## config.mk

```make
export PLATFORM = sky130hd
export DESIGN_NAME = lin_sort_array
export DESIGN_NICKNAME = d
export VERILOG_FILES = /design/src/rtl/lin_sort_pkg.sv /design/src/rtl/sort_cell.sv /design/src/rtl/sort_ctrl.sv /design/src/rtl/lin_sort_array.sv
export SDC_FILE = /design/constraint.sdc
export NUM_CORES = 1
export LEC_CHECK = 0
export ABC_AREA = 1
export BUFFER_PORTS_ARGS = -buffer_cell sky130_fd_sc_hd__buf_2
export CAP_MARGIN = 20
export CORE_MARGIN = 4
export CORE_UTILIZATION = 45
export DETAILED_ROUTE_END_ITERATION = 8
export GPL_ROUTABILITY_DRIVEN = 0
export SLEW_MARGIN = 10
export SYNTH_ARGS = -nofsm -noshare
export SYNTH_HDL_FRONTEND = slang
export SYNTH_SLANG_ARGS = --single-unit
```

## constraint.sdc

```tcl
create_clock -name clk -period 2.7 [get_ports clk]
set_clock_uncertainty 0.15 [all_clocks]
set_input_delay 0.27 -clock clk [delete_from_list [all_inputs] [get_ports clk]]
set_output_delay 0.27 -clock clk [all_outputs]
set_load 0.02 [all_outputs]
```

## src/rtl/lin_sort_pkg.sv

```systemverilog
package lin_sort_pkg;
  typedef enum logic {
    S_FILL  = 1'b0,
    S_DRAIN = 1'b1
  } cell_mode_t;
endpackage

```

## src/rtl/sort_cell.sv

```systemverilog
module sort_cell
  import lin_sort_pkg::*;
#(
  parameter int W = 8
) (
  input  logic         clk,
  input  logic         rst,
  input  logic         clr,
  input  logic [W-1:0] lft_in,
  input  logic [W-1:0] rgt_in,
  output logic [W-1:0] rgt_out,
  output logic [W-1:0] lft_out,
  output logic         empty
);
  localparam logic [W-1:0] EMPTY_CODE = '1;

  logic [W-1:0] stored;
  logic [W-1:0] to_r;
  logic [W-1:0] to_l;
  logic         seen;
  cell_mode_t   mode;

  always_ff @(posedge clk) begin
    if (rst) begin
      stored <= EMPTY_CODE;
      to_r   <= EMPTY_CODE;
      to_l   <= EMPTY_CODE;
      seen   <= 1'b0;
      mode   <= S_FILL;
    end else begin
      case (mode)
        S_FILL: begin
          to_l <= EMPTY_CODE;
          if (lft_in != EMPTY_CODE) begin
            seen <= 1'b1;
            if (lft_in < stored) begin
              stored <= lft_in;
              to_r   <= stored;
            end else begin
              to_r <= lft_in;
            end
          end else begin
            to_r <= EMPTY_CODE;
            if (seen) begin
              mode   <= S_DRAIN;
              to_l   <= stored;
              stored <= EMPTY_CODE;
              seen   <= 1'b0;
            end
          end
        end
        default: begin
          to_r <= EMPTY_CODE;
          to_l <= rgt_in;
          if (clr) mode <= S_FILL;
        end
      endcase
    end
  end

  assign rgt_out = to_r;
  assign lft_out = to_l;
  assign empty   = (stored == EMPTY_CODE) && (to_l == EMPTY_CODE);
endmodule

```

## src/rtl/sort_ctrl.sv

```systemverilog
module sort_ctrl #(
  parameter int W = 8
) (
  input  logic         clk,
  input  logic         rst,
  input  logic         in_valid,
  input  logic [W-1:0] in_data,
  input  logic         all_empty,
  output logic [W-1:0] feed,
  output logic         in_ready,
  output logic         clr
);
  localparam logic [W-1:0] EMPTY_CODE = '1;

  logic busy;
  logic got;

  assign feed = (in_valid && !busy) ? in_data : EMPTY_CODE;

  always_ff @(posedge clk) begin
    if (rst) begin
      busy <= 1'b0;
      got  <= 1'b0;
    end else begin
      got <= (feed != EMPTY_CODE);
      if (!busy && got && feed == EMPTY_CODE) busy <= 1'b1;
      else if (busy && all_empty)             busy <= 1'b0;
    end
  end

  assign in_ready = !busy;
  assign clr      = busy && all_empty;
endmodule

```

## src/rtl/lin_sort_array.sv

```systemverilog
module lin_sort_array #(
  parameter int N = 8,
  parameter int W = 8
) (
  input  logic         clk,
  input  logic         rst,
  input  logic         in_valid,
  input  logic [W-1:0] in_data,
  output logic         in_ready,
  output logic         out_valid,
  output logic [W-1:0] out_data
);
  localparam logic [W-1:0] EMPTY_CODE = '1;

  logic [W-1:0] rchain [N+1];
  logic [W-1:0] lchain [N+1];
  logic [N-1:0] cell_empty;
  logic [N-1:0] link_empty;
  logic         all_empty;
  logic         clr;

  sort_ctrl #(.W(W)) u_ctrl (
    .clk       (clk),
    .rst       (rst),
    .in_valid  (in_valid),
    .in_data   (in_data),
    .all_empty (all_empty),
    .feed      (rchain[0]),
    .in_ready  (in_ready),
    .clr       (clr)
  );

  assign lchain[N] = EMPTY_CODE;

  for (genvar i = 0; i < N; i++) begin : g_cell
    sort_cell #(.W(W)) u_cell (
      .clk     (clk),
      .rst     (rst),
      .clr     (clr),
      .lft_in  (rchain[i]),
      .rgt_in  (lchain[i+1]),
      .rgt_out (rchain[i+1]),
      .lft_out (lchain[i]),
      .empty   (cell_empty[i])
    );
    assign link_empty[i] = (rchain[i+1] == EMPTY_CODE);
  end

  assign all_empty = (&cell_empty) && (&link_empty);
  assign out_data  = lchain[0];
  assign out_valid = (lchain[0] != EMPTY_CODE);
endmodule

```

# ---- Word level (Yosys, flattened, before mapping)
# Cells that the tools add are included.
dict set report word_totals {
  elab_cells 240
  input_bits 11
  regBits 210
  output_inout_bits 10
}
dict set report op_classes {
  muxes 89
  bitwise 17
  order_cmp 8
  reduce_logical 42
  eq_ne 42
}
# op count
set ops {}
lappend ops {{$mux 8} 54}
lappend ops {{$eq 8x8->1 const B} 25}
lappend ops {{$ne 8x8->1 const B} 9}
lappend ops {{$lt 8x8->1} 8}
lappend ops {{$mux 1} 35}
lappend ops {{$reduce_and 3->1} 8}
lappend ops {{$reduce_or 3->1} 8}
lappend ops {{$reduce_bool 2->1} 9}
lappend ops {{$not 1->1} 17}
lappend ops {{$ne 2x2->1 const B} 8}
lappend ops {{$reduce_and 8->1} 2}
lappend ops {{$logic_and 1x1->1} 13}
lappend ops {{$reduce_or 4->1} 1}
lappend ops {{$logic_not 1->1} 1}

# ---- Longest topological paths before layout
# Gate-level depths: netlist of run 1.
dict set report logic_depth {
  ltp_word 7
  depth_mapped 15
  depth_no_buf 15
}

# ---- By module
# A second synthesis of run 1 with hierarchy kept.
dict set report unflattened {
  hier_cells 1216
  hier_area_um2 9873.2
}
# module n_inst area_each_um2 seq_area_each_um2 cells_per_inst
set by_module_without_submodules {}
lappend by_module_without_submodules {sort_cell 8 1178.6 520.5 140}
lappend by_module_without_submodules {lin_sort_array 1 279.0 0.0 70}
lappend by_module_without_submodules {sort_ctrl 1 165.2 40.0 26}

# ---- Worst setup path before layout of run 1
# No wires, ideal clock.
dict set report synth_timing {
  kind {register to register}
  startpoint {register u_ctrl.busy}
  endpoint {register g_cell[0].u_cell.to_r[7]}
  required_time_ps 2431
  setup_slack_ps 385
  synth_period_minus_slack_ps 2315
  path_buffers 1
  setup_time_ps 119
  stages_incl_launch_ff 12
  arrival_ps 2045
  cell_sequence {dfxtp_1 > inv_2 > nand2_4 > or2_4 > ha_1 > a21oi_1 > nor2_1 > a211oi_1 > nand2_1 > buf_2 > a21oi_1 > o21ai_1}
}
dict set report synth_via {
  elab_chain_len 6
  elab_cells_between_ends 8
  cone_classes {order compare: 1; eq/ne: 1; mux: 2; bitwise: 1; reduce/logical: 3}
}
# element line
set synth_rtl {}
lappend synth_rtl {{start: declaration} sort_ctrl.sv:15} ;# logic busy;
lappend synth_rtl {{start signal: assignment} sort_ctrl.sv:22} ;# busy <= 1'b0;
lappend synth_rtl {{start signal: assignment} sort_ctrl.sv:26} ;# if (!busy && got && feed == EMPTY_CODE) busy <= 1'b1;
lappend synth_rtl {{start signal: assignment} sort_ctrl.sv:27} ;# else if (busy && all_empty) busy <= 1'b0;
lappend synth_rtl {{$logic_not 1->1 *} -}
lappend synth_rtl {{named net in_ready} lin_sort_array.sv:9} ;# output logic in_ready,
lappend synth_rtl {{$logic_and 1x1->1 *} sort_ctrl.sv:18} ;# assign feed = (in_valid && !busy) ? in_data : EMPTY_CODE;
lappend synth_rtl {{$mux 8 *} sort_ctrl.sv:18}
lappend synth_rtl {{branches (longest 3 deep; another with $lt 8x8->1)} -}
lappend synth_rtl {{end signal: assignment} sort_cell.sv:38} ;# to_r <= stored;
lappend synth_rtl {{end signal: assignment} sort_cell.sv:40} ;# to_r <= lft_in;
lappend synth_rtl {{end: declaration} sort_cell.sv:18} ;# logic [W-1:0] to_r;
# Mark *: on every way through the listed nets, which the timed path passes.
# A chain may end at the register's enable or synchronous reset.

# ---- Worst setup path after layout of run 1
dict set report layout_timing {
  startpoint {register u_ctrl.busy}
  endpoint {register g_cell[0].u_cell.to_r[2]}
}
dict set report layout_via {
  elab_chain_len 6
  elab_cells_between_ends 8
  cone_classes {order compare: 1; eq/ne: 1; mux: 2; bitwise: 1; reduce/logical: 3}
}
# element line
set layout_rtl {}
lappend layout_rtl {{$logic_not 1->1 *} sort_ctrl.sv:18}
lappend layout_rtl {{$logic_and 1x1->1 *} sort_ctrl.sv:18}
lappend layout_rtl {{$mux 8 *} sort_ctrl.sv:18}
lappend layout_rtl {{branches (longest 3 deep; another with $lt 8x8->1)} -}
# Every way passes the cells marked *.

==> impl_metrics.py, run 1 <==
metrics = {
    "synth": {
        "synth_seq_cells": 210,
        "ys_warn_count": 0,
        "syn_area_sq_um": 9320,
        "synth_top_area_cell": "dfxtp_1",
        "synth_fp_nets": 1253,
        "syn_inst": 1186,
        "synth_cell_types": 39,
        "yosys-top-cells-area": "dfxtp_1 (45%), nand2_1 (12%), nand3_1 (8.5%)",
        "yosysSeqAreaShare_pct": 45.1,
        "synth.top_cell.area_share_pct": 45.1,
        "avgSynthCellArea_sq_um": 7.86,
    },
    "cells_and_area": {
        "area_growth_pct": 12.5,
        "nets": 1277,
        "num-fill-cells": 1984,
        "layout_common_cells": "nand2_1 (300), dfxtp_1 (210), nand3_1 (159)",
        "drive_gt1_share_pct": 8.32,
        "regArea_sq_um": 4200,
        "multi_input_area_sq_um": 4550,
        "finalCoreUtilization_pct": 51.6,
        "final_cells": 1496,
        "antenna_cells": 0,
        "mostFrequentLayoutCell": "nand2_1",
        "fin_area_sq_um": 10500,
    },
    "run": {
        "maxCapViolations": 0,
    },
    "floorplanning": {
        "die_width_um": 152,
        "die_h_um": 152,
        "initial_core_util_pct": 45.9,
        "ios": 21,
        "dieArea_sq_um": 23100,
        "row_count": 52,
        "core_sq_um": 20300,
    },
    "status": {
        "status": "finished clean",
    },
    "drt": {
        "drt-pass1-iter-count": 7,
        "drt-vias-per-instance": 5.38,
        "ant_nets": 0,
        "wl_um": 23500,
        "avgRoutedWirePerCell_um": 15.7,
        "vias": 8055,
        "route.detailed.drc": 0,
        "drt-initial-drc-count": 515,
    },
    "pwr": {
        "swShare_pct": 44.5,
        "p_leak_nw": 5.23,
        "p_sw_mw": 6.50,
        "p_clk_share_pct": 21.0,
        "powerDensity_nw_per_um2": 1390,
        "peakVddDrop_mv": 0.834,
        "p_int_mw": 8.10,
        "combPwrFrac_pct": 47.1,
        "pwr-share-seq_pct": 31.9,
    },
    "placed_design": {
        "post-place-cells": 1452,
        "dp.final_hpwl_um": 17300,
        "pre_cts_slack_ns": 0.333,
        "dpl-instance-area_sq_um": 9710,
        "io_buffers": 20,
    },
    "setup_path": {
        "cp-start-kind": "flop",
        "worst_setup_path_end_kind": "flop",
        "crit_arrival_ns": 2.69,
        "worst-setup-path-type": "reg -> reg",
        "worstPathRequired_ns": 2.93,
        "cp_max_fo": 12,
        "r2r_slack_ns": 0.25,
    },
    "global_route": {
        "overflow": 0,
        "grt_pass1_wl_um": 39000,
        "grt_max_degree": 57,
        "antenna_found_initial": 0,
        "grt.total_usage_pct": 20.0,
        "first_global_vias": 7543,
    },
    "sta": {
        "post-route-period-util_pct": 90.9,
        "worst_slack_ns": 0.245,
        "rsz0062_at_grt": "false",
        "finalSetupTns_ns": 0,
        "maxSlewViolCount": 0,
        "period_needed_ns": 2.45,
        "max_freq_mhz": 407,
        "setup_viol": 0,
        "hold_violations": 0,
        "slew_headroom_pct": 57.3,
        "worstMarginPinSlew_ns": 0.638,
    },
    "clock_network": {
        "post_cts_buffers": 0,
        "clk_transition_reported_paths_ns": 0.06,
        "cts_root_buf": "clkbuf_16",
        "cts_tree": "built",
        "numClockSinks": 210,
        "cts_buffers": 23,
        "cts-htree-levels": 1,
        "worstSkewPairLatency_ns": 0.50,
        "cts_buffer_depth": 3,
    },
    "worst_hold_path": {
        "hp-class": "in -> reg",
    },
}
## cell type report
| cell class | count | share of cell area, % |
|---|---|---|
| inverters | 112 | 4.03 |
| well taps | 270 | 3.22 |
| clock inverters | 8 | 0.859 |
| multi-input cells | 829 | 43.4 |
| clock buffers | 33 | 6.23 |
| repair buffers | 34 | 2.15 |
| flip-flops and latches | 210 | 40.1 |
## flip-flops by register name, indices dropped and copies added, names as in the netlist
signal,flops
u_ctrl.busy,1
g_cell.u_cell.rgt_out,64
g_cell.u_cell.mode,8
g_cell.u_cell.stored,64
g_cell.u_cell.lft_out,64
g_cell.u_cell.seen,8
u_ctrl.got,1
## path summary, 6_finish.rpt
| path | from | end | cells after the start |
|---|---|---|---|
| hold reg to reg | g_cell[3].u_cell.mode | g_cell[3].u_cell.mode | 2 |
| hold / removal | in_data[3] | g_cell[0].u_cell.rgt_out[3] | 4 |
| setup reg to reg | u_ctrl.busy | g_cell[0].u_cell.rgt_out[2] | 11 |
| setup / recovery | u_ctrl.busy | g_cell[0].u_cell.rgt_out[2] | 11 |
## critical path, stage by stage (launching register included)
cell,delay (ns)
dfxtp_1,0.33
inv_2,0.09
nand2_4,0.08
or2_4,0.27
ha_1,0.32
a21oi_1,0.14
nor2_1,0.05
a211oi_1,0.23
nand2_1,0.21
buf_4,0.23
a21oi_1,0.15
o21ai_1,0.08
## per-stage QoR
step	total power, mW	hold slack (ns)
6_report	14.6	0.0204
4_1_cts	14.7	0.00176
5_1_grt	16.0	0.0411
2_1_floorplan	9.91	0.192
3_3_place_gp	11.4	0.307
3_5_place_dp	11.6	0.309
## timing repair
| item | 4_1_cts | 5_1_grt |
|---|---|---|
| hold buffers | 3 | 0 |
| hold endpoints to repair | 3 | 0 |
| gates resized for setup | 0 | 0 |
## logic make-up after synthesis
kind of cell	share of synthesized area [%]
fa+ha+maj	7.52
flops	45.1
compound gates	12.6
buf+inv	6.07
simple gates	28.7
## cell usage after synthesis, drive strengths merged
| library cell | n |
|---|---|
| inv | 108 |
| o31ai | 2 |
| o21a | 3 |
| o32ai | 8 |
| nand4 | 34 |
| o32a | 1 |
| o22ai | 47 |
| and3 | 1 |
| nand3b | 5 |
| nor2 | 60 |
| nand3 | 163 |
| clkinv | 4 |
| buf | 11 |
| a211oi | 5 |
| o211ai | 33 |
| nand2 | 304 |
| nor3 | 8 |
| or2 | 6 |
| dfxtp | 210 |
| nor4 | 1 |
| ha | 56 |
| a21oi | 54 |
| o21ai | 38 |
| clkbuf | 24 |
## power by group through the flow
stage / Clock, mW / Combinational, mW / Sequential [mW]
5_1_grt: 3.27 / 7.98 / 4.74
4_1_cts: 3.14 / 6.90 / 4.64
2_1_floorplan: 0 / 5.51 / 4.40
3_5_place_dp: 0 / 6.86 / 4.70
3_3_place_gp: 0 / 6.72 / 4.71
6_report: 3.07 / 6.88 / 4.66
## per-layer routing
| layer | global-route usage, % | wire length [um] |
|---|---|---|
| met1 | 28.8 | 11300 |
| met2 | 32.2 | 10800 |
| met5 | 0 | 0 |
| met3 | 2.50 | 888 |
| met4 | 5.01 | 495 |
No activity file was read; power rests on OpenSTA's default activity.
==> run 2, diff against run 1 <==
- CORE_ASPECT_RATIO: default -> 0.8
- PLACE_DENSITY: default -> 0.58
==> run 2 against run 1 <==
Compared with the run above: hold slack better by 0.020 ns; clock power up 4%; global-route usage up 1.3 points; highest routed layer unchanged.
==> impl_metrics.py, run 2 (synthesis results as in run 1) <==
metrics = {
    "drt": {
        "avgRoutedWirePerCell_um": 16.3,
        "wl_um": 24300,
        "drt-vias-per-instance": 5.39,
        "drt-initial-drc-count": 704,
        "drt-pass1-iter-count": 5,
        "ant_nets": 0,
        "route.detailed.drc": 0,
        "vias": 8061,
    },
    "sta": {
        "max_freq_mhz": 430,
        "setup_viol": 0,
        "hold_violations": 0,
        "rsz0062_at_grt": "false",
        "maxSlewViolCount": 0,
        "post-route-period-util_pct": 86.1,
        "worstMarginPinSlew_ns": 0.605,
        "period_needed_ns": 2.32,
        "worst_slack_ns": 0.376,
        "slew_headroom_pct": 59.6,
        "finalSetupTns_ns": 0,
    },
    "pwr": {
        "powerDensity_nw_per_um2": 1400,
        "p_leak_nw": 5.27,
        "power_mw": 14.8,
        "peakVddDrop_mv": 0.739,
    },
    "status": {
        "status": "finished clean",
    },
    "setup_path": {
        "cp_max_fo": 7,
        "crit_arrival_ns": 2.57,
        "cp-start-kind": "flop",
        "worstPathRequired_ns": 2.95,
        "worst-setup-path-type": "reg -> reg",
        "worst_setup_path_end_kind": "flop",
    },
    "floorplanning": {
        "die_h_um": 137,
        "dieArea_sq_um": 23100,
        "core_sq_um": 20100,
        "die_width_um": 169,
        "row_count": 46,
        "ios": 21,
        "initial_core_util_pct": 46.4,
    },
    "cells_and_area": {
        "layout_common_cells": "nand2_1 (300), dfxtp_1 (210), nand3_1 (159)",
        "nets": 1281,
        "mostFrequentLayoutCell": "nand2_1",
        "num-fill-cells": 1971,
        "fin_area_sq_um": 10500,
        "finalCoreUtilization_pct": 52.5,
        "antenna_cells": 0,
        "area_growth_pct": 13.2,
        "drive_gt1_share_pct": 8.85,
    },
    "clock_network": {
        "post_cts_buffers": 0,
        "cts_tree": "built",
        "postCtsResizedCells": 0,
        "cts-htree-levels": 1,
        "clk_transition_reported_paths_ns": 0.06,
        "cts_buffer_depth": 3,
        "numClockSinks": 210,
        "cts_root_buf": "clkbuf_16",
        "cts_buffers": 23,
        "worstSkewPairLatency_ns": 0.51,
        "postCtsHoldBufs": 5,
    },
    "placed_design": {
        "dpl-instance-area_sq_um": 9720,
        "dp.final_hpwl_um": 17900,
        "pre_cts_slack_ns": 0.378,
        "io_buffers": 20,
    },
    "global_route": {
        "overflow": 0,
        "grt_pass1_wl_um": 40200,
        "first_global_vias": 7412,
        "grt.total_usage_pct": 21.4,
        "grt_max_degree": 62,
        "antenna_found_initial": 0,
    },
    "worst_hold_path": {
        "hp-class": "in -> reg",
    },
    "run": {
        "maxCapViolations": 0,
    },
}
-- run 2: layer usage --
metal / up-vias / part of all wire (%) / global-route usage (%)
li1: 4129 / - / -
met1: 3701 / 53 / 34.7
met2: 200 / 39 / 30.0
met3: 31 / 5.7 / 2.86
met4: 0 / 1.5 / 3.74
met5: - / 0 / 0
-- run 2: per-stage QoR --
stage	hold slack, ns	instances
floorplan	0.192	1186
global placement	0.307	1448
detailed placement	0.312	1448
CTS	0.0258	1495
global route	0.0659	1495
finish	0.0406	1495
-- run 2: cell type report --
type                    count  area [sq um]  area share, %
clock buffers              29           638           6.05
clock inverters            13           141           1.34
inverters                 112           423           4.01
multi-input cells         829          4550           43.1
flip-flops and latches    210          4200           39.9
well taps                 264           330           3.13
repair buffers             38           260           2.47
-- run 2: critical path, cell delays in order, from the launching register on --
cell and delay [ns]:
dfxtp_1 0.33, inv_2 0.08, nand2_4 0.07, or2_4 0.26, ha_1 0.31, a21oi_1 0.13, nor2_1 0.05, a211oi_1 0.22
nand2_1 0.20, buf_4 0.21, a21oi_1 0.11, o21ai_1 0.08
-- run 2: worst paths after layout --
path                                                     to             startpoint  cells after the start  slack (ns)
worst max-delay path            g_cell[0].u_cell.rgt_out[3]            u_ctrl.busy                     11        0.38
worst min-delay path            g_cell[0].u_cell.rgt_out[7]             in_data[7]                      5        0.04
worst max register to register  g_cell[0].u_cell.rgt_out[3]            u_ctrl.busy                     11        0.38
worst min register to register        g_cell[3].u_cell.mode  g_cell[3].u_cell.mode                      2        0.32
-- run 2: power breakdown --
group	internal (mW)	switching, mW	leakage [nW]
registers	3.88	0.798	1.72
clock network	1.89	1.30	0.386
logic	2.38	4.51	3.16
==> run 3, diff against run 2 <==
- CTS_BUF_LIST: default -> sky130_fd_sc_hd__clkbuf_8
==> run 3 against run 2 <==
Compared with the run above: routed wire length grew 1.4%; fmax shrank 0.39%; non-clock buffer count is the same; critical path type unchanged.
==> impl_metrics.py, run 3 (synthesis results as in run 1) <==
metrics = {
    "sta": {
        "max_freq_mhz": 429,
        "hold_violations": 0,
        "slew_headroom_pct": 59.9,
        "period_needed_ns": 2.33,
        "fin_hold_ws_ns": 0.0279,
        "rsz0062_at_grt": "false",
        "maxSlewViolCount": 0,
        "worstMarginPinSlew_ns": 0.602,
        "post-route-period-util_pct": 86.4,
        "finalSetupTns_ns": 0,
        "setup_viol": 0,
    },
    "cells_and_area": {
        "num-fill-cells": 1987,
        "drive_gt1_share_pct": 9.68,
        "regArea_sq_um": 4200,
        "layout_common_cells": "nand2_1 (300), dfxtp_1 (210), nand3_1 (159)",
        "area_growth_pct": 12.2,
        "mostFrequentLayoutCell": "nand2_1",
        "nets": 1293,
        "multi_input_area_sq_um": 4550,
        "antenna_cells": 0,
    },
    "global_route": {
        "grt_pass1_wl_um": 40600,
        "antenna_found_initial": 0,
        "overflow": 0,
        "grt.total_usage_pct": 21.8,
        "grt_max_degree": 62,
        "first_global_vias": 7564,
    },
    "setup_path": {
        "cp-start-kind": "flop",
        "worst-setup-path-type": "reg -> reg",
        "worstPathRequired_ns": 2.94,
        "r2r_slack_ns": 0.37,
        "reg2reg_depth": 11,
        "cp_max_fo": 7,
        "worst_setup_path_end_kind": "flop",
        "crit_arrival_ns": 2.58,
        "r2r-start": "u_ctrl.busy",
        "rr_endpoint": "g_cell[0].u_cell.rgt_out[3]",
    },
    "clock_network": {
        "postCtsResizedCells": 0,
        "worstSkewPairLatency_ns": 0.53,
        "clk_transition_reported_paths_ns": 0.05,
        "cts_buffers": 35,
        "cts_tree": "built",
        "post_cts_buffers": 0,
        "cts_buffer_depth": 3,
        "cts-htree-levels": 2,
        "numClockSinks": 210,
        "cts_root_buf": "clkbuf_8",
    },
    "pwr": {
        "powerDensity_nw_per_um2": 1370,
        "p_int_mw": 7.75,
        "peakVddDrop_mv": 0.773,
        "pwr-share-seq_pct": 32.6,
        "swShare_pct": 46.0,
        "p_clk_share_pct": 19.3,
        "p_sw_mw": 6.59,
        "p_leak_nw": 5.26,
        "combPwrFrac_pct": 48.1,
    },
    "worst_hold_path": {
        "hp-class": "in -> reg",
        "min_to": "g_cell[0].u_cell.rgt_out[7]",
        "hold_depth": 5,
        "worstHoldStart": "in_data[7]",
    },
    "floorplanning": {
        "die_h_um": 137,
        "core_sq_um": 20100,
        "die_width_um": 169,
        "dieArea_sq_um": 23100,
        "ios": 21,
        "row_count": 46,
        "initial_core_util_pct": 46.4,
    },
    "drt": {
        "route.detailed.drc": 0,
        "drt-vias-per-instance": 5.38,
        "vias": 8150,
        "drt-initial-drc-count": 692,
        "wl_um": 24700,
        "drt-pass1-iter-count": 5,
        "avgRoutedWirePerCell_um": 16.3,
        "ant_nets": 0,
    },
    "status": {
        "status": "finished clean",
    },
    "placed_design": {
        "dp.final_hpwl_um": 17900,
        "io_buffers": 20,
    },
    "run": {
        "maxCapViolations": 0,
    },
}
[run 3: changes by cell type in the layout (fill, tap and decap cells not counted)]
cell / before / now
inv_16: 1 / 0
inv_8: 1 / 0
clkbuf_16: 23 / 0
clkbuf_8: 4 / 41
inv_1: 101 / 110
clkbuf_1: 2 / 0
clkinvlp_4: 2 / 3
bufinv_16: 2 / 1
[run 3: layout make-up]
cell class,count,area share (%)
Multi-Input combinational cell,829,43.5
Inverter,112,4.05
Sequential cell,210,40.2
Timing Repair Buffer,38,2.49
Clock buffer,41,5.40
Clock inverter,20,1.16
Tap cell,264,3.16
[run 3: worst max-delay path, cell delays in order, from the launching register on]
cell	delay [ns]
dfxtp_1	0.33
inv_2	0.08
nand2_4	0.07
or2_4	0.26
ha_1	0.31
a21oi_1	0.13
nor2_1	0.05
a211oi_1	0.22
nand2_1	0.21
buf_4	0.21
a21oi_1	0.11
o21ai_1	0.08
[run 3: worst max-delay path by stage]
stage,endpoint,slack (ns),from
6_report,g_cell[0].u_cell.rgt_out[3],0.37,u_ctrl.busy
5_1_grt,g_cell[3].u_cell.rgt_out[3],0.11,g_cell[3].u_cell.stored[5]
2_1_floorplan,g_cell[0].u_cell.rgt_out[7],0.39,u_ctrl.busy
3_5_place_dp,g_cell[0].u_cell.rgt_out[3],0.38,u_ctrl.busy
4_1_cts,g_cell[0].u_cell.rgt_out[3],0.37,u_ctrl.busy
3_3_place_gp,g_cell[0].u_cell.stored[1],0.39,in_valid
[run 3: routing by layer]
metal	vias to the layer above	track usage (%)	part of all wire [%]
met4	0	5.72	1.7
met1	3756	34.6	54
met2	196	30.3	40
li1	4160	-	-
met5	-	0	0
met3	38	3.29	5.0
[run 3: repair_timing]
action,CTS,global route
hold buffers,5,0
hold endpoints to repair,7,0
setup endpoints to repair,0,0
[run 3: stage by stage]
stage	instances	util [%]	worst slack, ns	instance area [sq um]	power (mW)
floorplan	1186	-	0.385	9320	9.91
global placement	1448	48.4	0.388	9720	11.5
detailed placement	1448	48.4	0.378	9720	11.6
CTS	1514	52.0	0.366	10500	14.4
global route	1514	52.0	0.111	10500	15.8
finish	1514	52.0	0.366	10500	14.3
[run 3: power by group through the flow]
stage                     clock [mW]  combinational [mW]  sequential [mW]
after floorplan                    0                5.51             4.40
after global placement             0                6.77             4.74
after detailed placement           0                6.86             4.72
after CTS                       2.83                6.90             4.66
after global routing            2.96                8.04             4.78
final                           2.77                6.90             4.68
